===== config.mk =====
export PLATFORM = sky130hd
export DESIGN_NAME = rxfe_ctl_top
export DESIGN_NICKNAME = d
export VERILOG_FILES = /design/src/rtl/rxfe_ctl_pkg.sv /design/src/rtl/rxfe_in_sync.sv /design/src/rtl/rxfe_frame_rx.sv /design/src/rtl/rxfe_path_bank.sv /design/src/rtl/rxfe_ctl_top.sv
export SDC_FILE = /design/constraint.sdc
export NUM_CORES = 1
export LEC_CHECK = 0
export ABC_AREA = 1
export BUFFER_PORTS_ARGS = -buffer_cell sky130_fd_sc_hd__buf_2
export CAP_MARGIN = 20
export CORE_ASPECT_RATIO = 0.8
export CORE_MARGIN = 3
export CORE_UTILIZATION = 50
export CTS_BUF_LIST = sky130_fd_sc_hd__clkbuf_16
export CTS_CLUSTER_SIZE = 30
export DETAILED_ROUTE_END_ITERATION = 6
export GPL_TIMING_DRIVEN = 0
export PLACE_DENSITY = 0.68
export SYNTH_ARGS = -nofsm -noshare
export SYNTH_HDL_FRONTEND = slang
export SYNTH_SLANG_ARGS = --single-unit
export TNS_END_PERCENT = 10

===== constraint.sdc =====
create_clock -name clk -period 2.9 [get_ports clk]
set_input_delay 0.29 -clock clk [delete_from_list [all_inputs] [get_ports clk]]
set_output_delay 0.29 -clock clk [all_outputs]
set_load 0.005 [all_outputs]

===== src/rtl/rxfe_ctl_pkg.sv =====
package rxfe_ctl_pkg;

  typedef enum logic [1:0] {
    MD_BYPASS  = 2'b00,
    MD_UNUSED  = 2'b01,
    MD_DISABLE = 2'b10,
    MD_ACTIVE  = 2'b11
  } mode_e;

  // External amplifier pin encoding
  function automatic logic [1:0] gpo_of(mode_e m);
    case (m)
      MD_ACTIVE: return 2'b11;
      MD_BYPASS: return 2'b01;
      default:   return 2'b00;
    endcase
  endfunction

endpackage


===== src/rtl/rxfe_in_sync.sv =====
module rxfe_in_sync (
  input  logic clk,
  input  logic rst,
  input  logic ser_clk_i,
  input  logic ser_data_i,
  input  logic ser_frame_i,
  output logic rise_o,
  output logic frame_act_o,
  output logic frame_end_o,
  output logic bit_o
);
  logic clk_s1, clk_s2, frm_s1, frm_s2, dat_s1;

  always_ff @(posedge clk) begin
    if (rst) begin
      clk_s1 <= 1'b0;
      clk_s2 <= 1'b0;
      frm_s1 <= 1'b0;
      frm_s2 <= 1'b0;
      dat_s1 <= 1'b0;
    end else begin
      clk_s1 <= ser_clk_i;
      clk_s2 <= clk_s1;
      frm_s1 <= ser_frame_i;
      frm_s2 <= frm_s1;
      dat_s1 <= ser_data_i;
    end
  end

  assign rise_o      = clk_s1 & ~clk_s2;
  assign frame_act_o = frm_s1;
  assign frame_end_o = frm_s2 & ~frm_s1;
  assign bit_o       = dat_s1;
endmodule


===== src/rtl/rxfe_frame_rx.sv =====
module rxfe_frame_rx
  import rxfe_ctl_pkg::*;
#(
  parameter int WORD_W    = 30,
  parameter int DATA_W    = 16,
  parameter int PAT_W     = 7,
  parameter logic [PAT_W-1:0] PAT = 7'b1010000,
  parameter int SEL_W     = 3,
  parameter int CUR_W     = 3,
  parameter int NUM_PATHS = 3,
  parameter int ID_W      = 9,
  parameter logic [ID_W-1:0] HW_ID = 9'h0B3
) (
  input  logic             clk,
  input  logic             rst,
  input  logic             rise_i,
  input  logic             frame_act_i,
  input  logic             frame_end_i,
  input  logic             bit_i,
  output logic             apply_o,
  output logic [SEL_W-1:0] sel_o,
  output mode_e            mode_o,
  output logic [CUR_W-1:0] cur_o,
  output logic             dout_o
);
  localparam int RD_W    = WORD_W + 1;
  localparam int ADDR_W  = WORD_W - DATA_W;
  localparam int CNT_W   = $clog2(RD_W + 2) + 1;
  localparam int RW_POS  = WORD_W - PAT_W - 1;
  localparam int SEL_HI  = RW_POS - 1;
  localparam int GAIN_P  = DATA_W - 1;
  localparam int EN_P    = DATA_W - 2;
  localparam int CUR_HI  = DATA_W - 3;
  localparam int TURN    = ADDR_W + 1;
  localparam logic [CNT_W-1:0] CNT_MAX = '1;

  logic [RD_W-1:0]   sh_q, sh_n;
  logic [CNT_W-1:0]  cnt_q, cnt_n;
  logic [DATA_W-1:0] ob_q;
  logic [WORD_W-1:0] word;
  logic [SEL_W-1:0]  sel_f;
  mode_e             mode_f;
  logic              sel_ok, wr_ok, turn_ok;

  always_comb begin
    sh_n    = {sh_q[RD_W-2:0], bit_i};
    cnt_n   = (cnt_q == CNT_MAX) ? cnt_q : cnt_q + 1'b1;
    turn_ok = (sh_n[TURN-1 -: PAT_W] == PAT) && sh_n[TURN-1-PAT_W];
    word    = sh_q[WORD_W-1:0];
    sel_f   = word[SEL_HI -: SEL_W];
    mode_f  = mode_e'({word[GAIN_P], word[EN_P]});
    sel_ok  = (sel_f != '0) && (sel_f <= SEL_W'(NUM_PATHS + 1));
    wr_ok   = (cnt_q == CNT_W'(WORD_W)) &&
              (word[WORD_W-1 -: PAT_W] == PAT) &&
              !word[RW_POS] && sel_ok && (mode_f != MD_UNUSED);
  end

  always_ff @(posedge clk) begin
    if (rst) begin
      sh_q    <= '0;
      cnt_q   <= '0;
      ob_q    <= '0;
      apply_o <= 1'b0;
      sel_o   <= '0;
      mode_o  <= MD_BYPASS;
      cur_o   <= '0;
    end else begin
      apply_o <= frame_end_i & wr_ok;
      sel_o   <= sel_f;
      mode_o  <= mode_f;
      cur_o   <= word[CUR_HI -: CUR_W];
      if (frame_end_i) begin
        cnt_q <= '0;
        ob_q  <= '0;
      end else if (rise_i && frame_act_i) begin
        sh_q  <= sh_n;
        cnt_q <= cnt_n;
        if (cnt_n == CNT_W'(TURN) && turn_ok)
          ob_q <= DATA_W'(HW_ID);
        else
          ob_q <= {ob_q[DATA_W-2:0], 1'b0};
      end
    end
  end

  assign dout_o = ob_q[DATA_W-1];
endmodule


===== src/rtl/rxfe_path_bank.sv =====
module rxfe_path_bank
  import rxfe_ctl_pkg::*;
#(
  parameter int NUM_PATHS = 3,
  parameter int CUR_W     = 3,
  parameter int SEL_W     = 3,
  parameter logic [NUM_PATHS*CUR_W-1:0] CUR_RST = 9'b110_110_010
) (
  input  logic                       clk,
  input  logic                       rst,
  input  logic                       sleep_i,
  input  logic                       apply_i,
  input  logic [SEL_W-1:0]           sel_i,
  input  mode_e                      mode_i,
  input  logic [CUR_W-1:0]           cur_i,
  output logic [NUM_PATHS*2-1:0]     mode_o,
  output logic [NUM_PATHS*CUR_W-1:0] cur_o,
  output logic [1:0]                 gpo_o
);
  localparam logic [SEL_W-1:0] EXT_SEL = SEL_W'(NUM_PATHS + 1);

  for (genvar i = 0; i < NUM_PATHS; i++) begin : g_path
    logic [1:0]       md_q;
    logic [CUR_W-1:0] cu_q;
    logic             hit;
    assign hit = apply_i && (sel_i == SEL_W'(i + 1));
    always_ff @(posedge clk) begin
      if (rst) begin
        md_q <= MD_BYPASS;
        cu_q <= CUR_RST[i*CUR_W +: CUR_W];
      end else if (sleep_i) begin
        md_q <= MD_DISABLE;
      end else if (hit) begin
        md_q <= mode_i;
        cu_q <= cur_i;
      end
    end
    assign mode_o[i*2 +: 2]      = md_q;
    assign cur_o[i*CUR_W +: CUR_W] = cu_q;
  end

  always_ff @(posedge clk) begin
    if (rst)
      gpo_o <= gpo_of(MD_BYPASS);
    else if (sleep_i)
      gpo_o <= gpo_of(MD_DISABLE);
    else if (apply_i && sel_i == EXT_SEL)
      gpo_o <= gpo_of(mode_i);
  end
endmodule


===== src/rtl/rxfe_ctl_top.sv =====
module rxfe_ctl_top
  import rxfe_ctl_pkg::*;
#(
  parameter int NUM_PATHS = 3,
  parameter int CUR_W     = 3,
  parameter int WORD_W    = 30,
  parameter int DATA_W    = 16,
  parameter int PAT_W     = 7,
  parameter logic [PAT_W-1:0] PAT = 7'b1010000,
  parameter int SEL_W     = 3,
  parameter int ID_W      = 9,
  parameter logic [ID_W-1:0] HW_ID = 9'h0B3,
  parameter logic [NUM_PATHS*CUR_W-1:0] CUR_RST = 9'b110_110_010
) (
  input  logic                       clk,
  input  logic                       rst,
  input  logic                       sleep_i,
  input  logic                       ser_clk_i,
  input  logic                       ser_data_i,
  input  logic                       ser_frame_i,
  output logic                       ser_dout_o,
  output logic [NUM_PATHS*2-1:0]     path_mode_o,
  output logic [NUM_PATHS*CUR_W-1:0] path_cur_o,
  output logic [1:0]                 gpo_o
);
  logic             rise_w, fact_w, fend_w, bit_w, apply_w;
  logic [SEL_W-1:0] sel_w;
  mode_e            mode_w;
  logic [CUR_W-1:0] cur_w;

  rxfe_in_sync u_sync (
    .clk(clk), .rst(rst),
    .ser_clk_i(ser_clk_i), .ser_data_i(ser_data_i), .ser_frame_i(ser_frame_i),
    .rise_o(rise_w), .frame_act_o(fact_w), .frame_end_o(fend_w), .bit_o(bit_w)
  );

  rxfe_frame_rx #(
    .WORD_W(WORD_W), .DATA_W(DATA_W), .PAT_W(PAT_W), .PAT(PAT),
    .SEL_W(SEL_W), .CUR_W(CUR_W), .NUM_PATHS(NUM_PATHS),
    .ID_W(ID_W), .HW_ID(HW_ID)
  ) u_rx (
    .clk(clk), .rst(rst),
    .rise_i(rise_w), .frame_act_i(fact_w), .frame_end_i(fend_w), .bit_i(bit_w),
    .apply_o(apply_w), .sel_o(sel_w), .mode_o(mode_w), .cur_o(cur_w),
    .dout_o(ser_dout_o)
  );

  rxfe_path_bank #(
    .NUM_PATHS(NUM_PATHS), .CUR_W(CUR_W), .SEL_W(SEL_W), .CUR_RST(CUR_RST)
  ) u_bank (
    .clk(clk), .rst(rst), .sleep_i(sleep_i),
    .apply_i(apply_w), .sel_i(sel_w), .mode_i(mode_w), .cur_i(cur_w),
    .mode_o(path_mode_o), .cur_o(path_cur_o), .gpo_o(gpo_o)
  );
endmodule


# After elaboration in Yosys (flattened, before gate mapping)
# Index checks and enable logic that the tools add are counted.
# word_totals
regBits,84
latchBits,0
mem_bits_rw,0
romBits,0
in_bits,6
out_inout_bits,18
memories,0
# op_classes
add_sub_neg,1
n_mul,0
div,0
n_lt_le_gt_ge,1
n_eq_ne,11
shifts,0
muxes,11
n_bitwise,7
reduce_logical,25
# ops
operator,count
7-bit equality test (second input constant),3
16-bit 2-to-1 mux,1
1-bit logical AND,12
2-bit 2-to-1 mux,6
2-bit AND reduction,4
2-bit nonzero test,4
7-bit by 1-bit adder with 7-bit output (second input constant),1
7-bit by 4-bit equality test with 1-bit output (second input constant),1
7-bit by 5-bit equality test with 1-bit output (second input constant),1
7-bit 2-to-1 mux,1
3-bit by 2-bit equality test with 1-bit output (second input constant),2
1-bit NOT,4
2-bit one-hot mux with 2 select lines,1
2-bit OR reduction,2
1-bit AND,3
3-bit by 1-bit equality test with 1-bit output (second input constant),1
3-bit equality test (second input constant),1
3-bit <= comparator (second input constant),1
3-bit nonzero test,1
2-bit equality test (second input constant),1
2-bit zero test,1
1-bit 2-to-1 mux,2
2-bit by 1-bit inequality test with 1-bit output (second input constant),1
1-bit zero test,1

# Longest topological paths before layout
# Gate-level depths: netlist of run 1.
# depth
depth_word,6
mapped_depth,12
depth_no_buf,11

# By module
# From an unflattened synthesis of run 1, not the netlist that was laid out.
# hier_totals
cells_unflattened,466
hier_area_um2,3489.6
# modules_own_cells
mod,instances,cells_per_inst,area_per_inst_um2,seq_area_each_um2
rxfe_frame_rx,1,328,2534.9,1241.2
rxfe_path_bank,1,120,805.8,340.3
rxfe_in_sync,1,18,148.9,100.1

# Worst setup path after synthesis of run 1
# No wires, ideal clock.
# synth_timing
path_kind,register -> register
from,register u_rx.cnt_q[0]
to,register u_rx.ob_q[15]
setup_ns,0.124
arrival_ns,1.483
t_required_ns,2.776
path_slack_ns,1.293
stages_incl_launch_ff,12
path_buffers,1
synth_period_minus_slack_ns,1.607
path_cell_list,dfxtp_1 -> ha_1 -> inv_1 -> nor2_4 -> nand2_2 -> nand2_2 -> nand3_2 -> nor2_2 -> nand3_2 -> buf_6 -> nand2_2 -> a21oi_2
# synth_via
elab_chain_cells,5
word_cells_on_any_way,6
classes_between,1 x add/sub; 2 x eq/ne; 2 x mux; 1 x reduce/logical
# synth_lines
element,line_no,source
start: declaration,rxfe_frame_rx.sv:38,"logic [CNT_W-1:0] cnt_q, cnt_n;"
start signal: assignment,rxfe_frame_rx.sv:77,cnt_q <= cnt_n;
7-bit by 1-bit adder with 7-bit output or 7-bit equality test (tied branches),rxfe_frame_rx.sv:47,cnt_n = (cnt_q == CNT_MAX) ? cnt_q : cnt_q + 1'b1;
7-bit 2-to-1 mux (*),rxfe_frame_rx.sv:47,
7-bit by 4-bit equality test with 1-bit output (*),rxfe_frame_rx.sv:78,if (cnt_n == CNT_W'(TURN) && turn_ok)
1-bit logical AND (*),rxfe_frame_rx.sv:78,
16-bit 2-to-1 mux (*),rxfe_frame_rx.sv:78,
end signal: assignment,rxfe_frame_rx.sv:79,ob_q <= DATA_W'(HW_ID);
end signal: assignment,rxfe_frame_rx.sv:81,"ob_q <= {ob_q[DATA_W-2:0], 1'b0};"
end: declaration,rxfe_frame_rx.sv:39,logic [DATA_W-1:0] ob_q;
# Mark *: on every way between the ends. The rest lies on a longest branch, timed or not.
# A chain may end at the register's enable or synchronous reset.

# Worst setup path in the final report of run 1
# Ends and elaborated chain as after synthesis.

==> results of run 1 <==
## path summary, 6_finish.rpt
check,slack [ns],from,endpoint,cells past startpoint
worst min register to register,0.43,u_sync.clk_s1,u_sync.clk_s2,2
worst min-delay path,0.16,ser_clk_i,u_sync.clk_s1,3
worst max register to register,1.04,u_rx.cnt_q[0],u_rx.ob_q[15],9
worst max-delay path,1.04,u_rx.cnt_q[0],u_rx.ob_q[15],9
## placed cells by master (no fill, tap or decap), types with 2 or more instances in the layout
| cell type | count |
|---|---|
| nand3_1 | 19 |
| bufinv_16 | 3 |
| clkbuf_16 | 9 |
| o21ai_0 | 48 |
| nand2_1 | 49 |
| nor2_2 | 2 |
| a21oi_2 | 10 |
| nand4_1 | 3 |
| nand2_2 | 17 |
| buf_2 | 27 |
| nor3_1 | 3 |
| a21oi_1 | 27 |
| inv_1 | 59 |
| dfxtp_1 | 84 |
| clkinv_4 | 2 |
| clkbuf_1 | 13 |
| nor4_1 | 2 |
| nand3_2 | 2 |
| nor2_1 | 94 |
| o211ai_1 | 2 |
| ha_1 | 3 |
## routing by layer
layer | part of all wire (%) | global-route usage (%)
met5 | 0 | 0
met4 | 0.75 | 6.22
met3 | 5.3 | 5.15
met2 | 44 | 32.3
met1 | 50 | 27.8
## cells by family after synthesis
family,Yosys count,synth area share [%]
AOI/OAI and AO/OA,90,14.9
and+or+nand+nor,194,25.0
xor gates and xnor gates,1,0.259
DFF,84,49.7
adders and majority gates,3,1.11
buffers and inverters,78,9.06
## stage by stage
| stage | power, mW | std cells |
|---|---|---|
| floorplan | 1.29 | 450 |
| global placement | 1.32 | 556 |
| detailed placement | 1.32 | 556 |
| CTS | 2.63 | 572 |
| global route | 2.70 | 572 |
| finish | 2.61 | 572 |
## cell type report
class / count / area [um^2]
Fill cell: 579 / 2520
Sequential cell: 84 / 1680
Multi-Input combinational cell: 288 / 1400
Clock buffer: 9 / 225
Inverter: 59 / 221
Clock inverter: 7 / 124
Timing Repair Buffer: 22 / 110
Tap cell: 84 / 105
Buffer: 19 / 85.1
## state kept, by name, indices dropped and copies added, names as in the netlist
name and count:
u_bank.g_path.cu_q 9, u_bank.g_path.md_q 6, u_bank.gpo_o 2, u_rx.apply_o 1, u_rx.cnt_q 7, u_rx.cur_o 3, u_rx.mode_o 2, u_rx.ob_q 16
u_rx.sel_o 3, u_rx.sh_q 30, u_sync.bit_o 1, u_sync.clk_s1 1, u_sync.clk_s2 1, u_sync.frame_act_o 1, u_sync.frm_s2 1
## power groups by stage
stage               sequential [mW]  clock (mW)  combinational (mW)
finish                         1.20        1.32              0.0976
global route                   1.20        1.38               0.114
CTS                            1.20        1.34              0.0981
detailed placement             1.22           0              0.0966
global placement               1.22           0              0.0949
floorplan                      1.22           0              0.0684
## worst register-to-register path, stage by stage (launching register included)
cell and delay (ns):
dfxtp_1 0.48, ha_1 0.25, nand3_1 0.13, nor2_1 0.24, a21oi_1 0.11, nor2_1 0.14
nand3_2 0.11, buf_6 0.17, nand2_2 0.07, a21oi_2 0.05
==> results.md, run 1 <==
- Max H-tree Level: 3
- P_sw: 0.552 mW
- CTS Buf Count: 9
- Synthesized area per cell: 7.52 um^2
- Setup-failing EPs final: 0
- N_diodes: 0
- GP Congestion: 0.870
- Die outline width: 98.0 um
- Crit path time final: 1.86 ns
- GRT Total Usage: 20.5%
- Post-CTS Setup Inserts: 0
- RSZ-0062 raised after global routing: no
- Total of max-cap violations: 0
- Fin nets: 492
- GRT overflow: 0
- Slew @ Worst Pin: 0.572 ns
- WP data required: 3.12 ns
- CTS tree: built
- Comb pwr share: 3.7%
- Switching fraction of total power: 21.1%
- Leakage power: 1.67 nW
- Vias in the first global route: 2751
- Pwr Density: 662 mW/mm^2
- DRC viols: 0
- Boundary pin count: 24
- Worst Setup Path Type: reg -> reg
- Starting Density: 52.3%
- Yosys reg bits: 84
- Pins Over Slew Limit: 0
- Most common cell in the netlist: nor2_1
- Die Span Y: 79.6 um
- Class of the worst hold path: in -> reg
- Drt pass-1 iters: 4
- Final Hold Fails: 0
- Crit path max-delay family: simple AND/OR/NAND/NOR gates
- Number of synthesized flops with an enable pin: 0
- Sink Count: 84
- Status: completed
- Slew margin rel.: 61.7%
- Cell Area, Synth: 0.00338 mm^2
- Placed instance area: 0.00360 mm^2
- Worst Path Buf+Inv: 1
- Sequential Power Share: 45.9%
- Largest net degree at the start of global routing: 16
- Post-synthesis cell type count: 26
- Design area: 0.00395 mm^2
- Share of cells above drive strength 1: 16.0%
- Initial antenna violation count: 0
- Layout area overhead: 16.7%
- Syn nets: 459
- # rows: 26
- Post-route ant nets: 0
- CP Launch Type: flop
- DRT Wirelength: 7150 um
- Seq/Total Area, Yosys: 49.7%
- Maximum vdd drop: 396 uV
- CP endpoint kind: flop
- Hold slack: 0.157 ns
- Max frequency: 0.537 GHz
- Dpl ws: 1.07 ns
- Clk_lat worst skew: 0.33 ns
- Fin crit share: 64.2%
- Yosys top cell area share: 49.7%
- Util after Layout: 61.0%
- Most used cell, CP: nor2_1
- Cts repair resizes: 0
- Core footprint: 0.00647 mm^2
- Synth area leader: dfxtp_1
- Vias per cell: 4.94
- CTS Root Cell: clkbuf_16
- Top_reg_cell synth: dfxtp_1
- First-pass GRT wire length: 13000 um
- Setup WS post-layout: 1.04 ns
- Buffers on Ports: 22
- Top cells by area, synth: dfxtp_1, nor2_1, o21ai_0
- P_int: 2.06 mW
- Top cells by count, synth: nor2_1, dfxtp_1, inv_1, nand2_1, o21ai_0
- Clk network pwr share: 50.4%
- Clk buf depth: 2
- Max FO, Critical Path: 10
- Cell count after synthesis: 450
- Wire per inst: 12.5 um
- Routed vias: 2823
- Final setup TNS: 0 ns
- CTS clk-pin slew, worst paths: 0.06 ns
- DRT iter0 DRCs: 162
- Slowest stage delay, CP: 0.48 ns
- Hold_buf cts: 0
- Area of the die: 0.00780 mm^2
- Synth Warn #: 0
- Crit path DAT: 2.08 ns
- Critical-path cell list: ha_1, nand3_1, nor2_1, a21oi_1, nor2_1, nand3_2, buf_6, nand2_2, a21oi_2
- Post-DP HPWL: 5030 um
- Layout Skew: 0.00499 ns
- CP max-delay cell: dfxtp_1
- Asr flop ratio synth: 0%
(Power assumes the default switching activity.)
==> run 2, diff against run 1 <==
==> constraint.sdc (replaced) <==
create_clock -name clk -period 1.9 [get_ports clk]
set_input_delay 0.19 -clock clk [delete_from_list [all_inputs] [get_ports clk]]
set_output_delay 0.19 -clock clk [all_outputs]
set_load 0.005 [all_outputs]
==> results.md, run 2 (synthesized netlist as in run 1, its figures left out) <==
- Post-CTS Setup Inserts: 0
- Slew @ Worst Pin: 0.600 ns
- Share of cells above drive strength 1: 16.8%
- Class of the worst hold path: in -> reg
- Vias in the first global route: 2751
- CTS tree: built
- Max FO, Critical Path: 10
- Clk buf depth: 2
- Die Span Y: 79.6 um
- DRT Wirelength: 7170 um
- Clk network pwr share: 50.4%
- Post-route ant nets: 0
- Starting Density: 52.3%
- Area of the die: 0.00780 mm^2
- Sequential Power Share: 45.9%
- Setup-failing EPs final: 0
- Critical-path cell list: ha_2, inv_1, nor2_4, nand2_2, nand2_2, nand3_2, nor2_2, nand3_2, buf_6, nand2_2, a21oi_2
- CTS Buf Count: 9
- Filler-free cell count of the finished design: 572
- Initial antenna violation count: 0
- Comb pwr share: 3.7%
- Core footprint: 0.00647 mm^2
- First-pass GRT wire length: 13000 um
- Largest net degree at the start of global routing: 16
- GRT overflow: 0
- Hold slack: 0.0569 ns
- Final Hold Fails: 0
- Layout Skew: 0.00498 ns
- DRT iter0 DRCs: 156
- Slew margin rel.: 59.8%
- Post-DP HPWL: 5030 um
- Clk_lat worst skew: 0.33 ns
- Pwr Density: 1010 mW/mm^2
- CTS Root Cell: clkbuf_16
- Fin nets: 492
- Most used cell, CP: nand2_2
- Largest regs: u_rx.sh_q (30), u_rx.ob_q (16), u_bank.g_path.cu_q (9)
- WP data required: 2.12 ns
- Biggest register: u_rx.sh_q
- Hold_buf cts: 0
- Die outline width: 98.0 um
- Max reg flops: 30
- Util after Layout: 61.1%
- DRC viols: 0
- Max frequency: 0.582 GHz
- CP max-delay cell: dfxtp_2
- Slowest stage delay, CP: 0.40 ns
- Status: completed
- CP Launch Type: flop
- Drt pass-1 iters: 5
- Crit path DAT: 1.94 ns
- # rows: 26
- RSZ-0062 raised after global routing: no
- Fin crit share: 90.4%
- Boundary pin count: 24
- Final setup TNS: 0 ns
- GRT Total Usage: 20.5%
- # placed instances: 556
- Buffers on Ports: 22
- Wire per inst: 12.5 um
- N_diodes: 0
- Cts repair resizes: 0
- Leakage power: 1.67 nW
- Layout area overhead: 16.9%
- M1 WL: 3580 um
- CP endpoint kind: flop
- Routed vias: 2835
- P_int: 3.15 mW
- Maximum vdd drop: 607 uV
- Total of max-cap violations: 0
- P_sw: 0.844 mW
- Highest Signal Layer: met4
- Max H-tree Level: 3
- Commonest non-fill, non-tap cell in the layout: nor2_1
- Pins Over Slew Limit: 0
- Vias per cell: 4.96
- Sink Count: 84
- Commonest cells after routing, fill and taps aside: nor2_1, dfxtp_1, inv_1
- Metal2 WL: 3150 um
- Worst Setup Path Type: reg -> reg
- CTS clk-pin slew, worst paths: 0.06 ns
- Switching fraction of total power: 21.2%
- Crit path time final: 1.72 ns
- GP Congestion: 0.870
- Met3 wire len: 386 um
-- run 2: cell counts in the layout (fill, tap and decap cells not counted) --
Identical to the previous run, type by type.
-- run 2: metrics by stage --
| step | total power [mW] | setup slack (ns) | cell area, um^2 |
|---|---|---|---|
| finish | 3.99 | 0.182 | 3960 |
| global route | 4.12 | 0.0164 | 3960 |
| CTS | 4.02 | 0.0609 | 3950 |
| detailed placement | 2.02 | 0.0729 | 3600 |
| global placement | 2.01 | 0.0932 | 3600 |
| floorplan | 1.97 | 0.293 | 3380 |
-- run 2: area by class of cell --
class | instances | area [um^2]
Clock buffer | 9 | 225
Fill cell | 577 | 2520
Tap cell | 84 | 105
Inverter | 59 | 221
Multi-Input combinational cell | 288 | 1400
Timing Repair Buffer | 22 | 110
Buffer | 19 | 85.1
Clock inverter | 7 | 124
Sequential cell | 84 | 1680
-- run 2: per-layer routing --
| layer | up-vias | global-route usage, % |
|---|---|---|
| li1 | 1488 | - |
| met1 | 1290 | 27.8 |
| met2 | 52 | 32.3 |
| met3 | 5 | 5.15 |
| met4 | 0 | 6.22 |
| met5 | - | 0 |
-- run 2: power by group through the flow --
| stage | clock, mW | combinational [mW] | sequential (mW) |
|---|---|---|---|
| detailed placement | 0 | 0.147 | 1.87 |
| floorplan | 0 | 0.104 | 1.86 |
| finish | 2.01 | 0.149 | 1.83 |
| global route | 2.11 | 0.174 | 1.84 |
| CTS | 2.04 | 0.150 | 1.83 |
| global placement | 0 | 0.145 | 1.87 |
-- run 2: critical path: cells and delay by family (launching register included) --
family                   cells  cell delay [ns]
adder cells (fa/ha/maj)      1             0.22
AO/OA/AOI/OAI                1             0.05
AND/OR/NAND/NOR              7             0.70
buffers and inverters        2             0.24
flip-flops                   1             0.40
-- run 2: worst paths after layout --
| check | endpoint | slack [ns] | depth (start not counted) | from |
|---|---|---|---|---|
| worst min-delay path | u_sync.clk_s1 | 0.06 | 3 | ser_clk_i |
| worst max-delay path | u_rx.ob_q[15] | 0.18 | 11 | u_rx.cnt_q[0] |
| worst min register to register | u_sync.clk_s2 | 0.43 | 2 | u_sync.clk_s1 |
| worst max register to register | u_rx.ob_q[15] | 0.18 | 11 | u_rx.cnt_q[0] |
==> run 3, diff against run 2 <==
--- a/config.mk
+++ b/config.mk
@@ -15,7 +15,8 @@
 export CTS_CLUSTER_SIZE = 30
 export DETAILED_ROUTE_END_ITERATION = 6
 export GPL_TIMING_DRIVEN = 0
-export PLACE_DENSITY = 0.68
+export MAX_ROUTING_LAYER = met4
+export PLACE_DENSITY = 0.67
 export SYNTH_ARGS = -nofsm -noshare
 export SYNTH_HDL_FRONTEND = slang
 export SYNTH_SLANG_ARGS = --single-unit
==> results.md, run 3 (synthesized netlist as in run 1, its figures left out) <==
- Status: completed
- CTS Root Cell: clkbuf_16
- DRT Wirelength: 7270 um
- Core footprint: 0.00647 mm^2
- First-pass GRT wire length: 12500 um
- Filler-free cell count of the finished design: 572
- FF+latch area: 0.00168 mm^2
- Fin nets: 492
- WP data required: 2.12 ns
- Hold_buf cts: 0
- Post-route ant nets: 0
- Maximum vdd drop: 507 uV
- CTS Buf Count: 9
- Buffers on Ports: 22
- Vias per cell: 5.01
- Worst Setup Path Type: reg -> reg
- Layout Skew: 0.00653 ns
- Design area: 0.00389 mm^2
- N_diodes: 0
- CP endpoint kind: flop
- Die Span Y: 79.6 um
- Layout area overhead: 15.0%
- Multi-input logic area: 0.00140 mm^2
- Max reg flops: 30
- GP Congestion: 0.905
- Post-DP HPWL: 5060 um
- Leakage power: 1.65 nW
- Final Hold Fails: 0
- Pins Over Slew Limit: 0
- Clk buf depth: 2
- Commonest cells after routing, fill and taps aside: nor2_1, dfxtp_1, inv_1
- Initial antenna violation count: 0
- Setup-failing EPs final: 0
- # placed instances: 556
- Largest net degree at the start of global routing: 15
- Fillers: 598
- RSZ-0062 raised after global routing: no
- CTS tree: built
- Crit path DAT: 1.97 ns
- Commonest non-fill, non-tap cell in the layout: nor2_1
- Sink Count: 84
- Vias in the first global route: 2672
- GRT overflow: 0
- Die outline width: 98.0 um
- Max frequency: 0.568 GHz
- Area of the die: 0.00780 mm^2
- Wire per inst: 12.7 um
- Slew @ Worst Pin: 0.585 ns
- Clk_lat worst skew: 0.33 ns
- Routed vias: 2863
- Total of max-cap violations: 0
- Max FO, Critical Path: 10
- GRT Total Usage: 20.5%
- Boundary pin count: 24
- # rows: 26
- Biggest register: u_rx.sh_q
- Final setup TNS: 0 ns
- Starting Density: 52.3%
- Crit path time final: 1.76 ns
- Slew margin rel.: 60.8%
- Pwr Density: 947 mW/mm^2
- DRC viols: 0
- Largest regs: u_rx.sh_q (30), u_rx.ob_q (16), u_bank.g_path.cu_q (9)
- Drt pass-1 iters: 4
- DRT iter0 DRCs: 108
- Fin crit share: 92.6%
- Total Power: 3.69 mW
- Share of cells above drive strength 1: 16.2%
- Placed instance area: 0.00360 mm^2
- Max H-tree Level: 3
- CTS clk-pin slew, worst paths: 0.06 ns
- Class of the worst hold path: in -> reg
- CP Launch Type: flop
==> run 3: per-stage QoR <==
step,hold WS (ns),util [%],setup WS (ns)
4_1_cts,0.0499,60.1,0.0532
3_5_place_dp,0.399,55.6,0.0560
2_1_floorplan,0.297,-,0.293
6_report,0.0533,60.1,0.141
3_3_place_gp,0.392,55.6,0.110
5_1_grt,0.0680,60.1,0.0108
==> run 3: final cells by class <==
type | instances | share of cell area (%)
Clock inverter | 7 | 1.70
Tap cell | 84 | 2.70
Inverter | 59 | 5.69
Timing Repair Buffer | 22 | 2.83
Multi-Input combinational cell | 288 | 35.9
Buffer | 19 | 2.19
Sequential cell | 84 | 43.3
Clock buffer | 9 | 5.78
==> run 3: report_power, final <==
part           internal (mW)  switching, mW  leakage, nW
registers               1.80         0.0277        0.683
logic                 0.0473          0.103        0.818
clock network           1.01          0.694        0.147
total                   2.86          0.824         1.65
==> run 3: worst max-delay path: stages, from the launching register on <==
cell,delay (ns)
dfxtp_2,0.40
ha_1,0.23
inv_1,0.08
nor2_4,0.17
nand2_2,0.12
nand2_2,0.10
nand3_2,0.06
nor2_2,0.11
nand3_2,0.09
buf_6,0.17
nand2_2,0.06
a21oi_2,0.05
==> run 3: worst paths after layout <==
check | startpoint | end | slack (ns) | cells past startpoint
worst max-delay path | u_rx.cnt_q[0] | u_rx.ob_q[2] | 0.14 | 11
worst min-delay path | ser_clk_i | u_sync.clk_s1 | 0.05 | 3
worst max register to register | u_rx.cnt_q[0] | u_rx.ob_q[2] | 0.14 | 11
worst min register to register | u_sync.clk_s1 | u_sync.clk_s2 | 0.42 | 2
==> run 3: what timing repair did <==
| action | CTS | global route |
|---|---|---|
| buffers inserted | 0 | 0 |
| hold endpoints to repair | 0 | 0 |
| gates resized for setup | 0 | 2 |
| setup endpoints to repair | 0 | 12 |
==> run 3: layer usage <==
metal / GRT usage, % / share of wire (%) / vias to the layer above / wire length (um)
met1: 26.4 / 49 / 1296 / 3570
li1: - / - / 1488 / -
met2: 31.1 / 44 / 69 / 3200
met5: - / 0 / - / 0
met4: 6.09 / 1.6 / 0 / 117
met3: 6.38 / 5.2 / 10 / 381
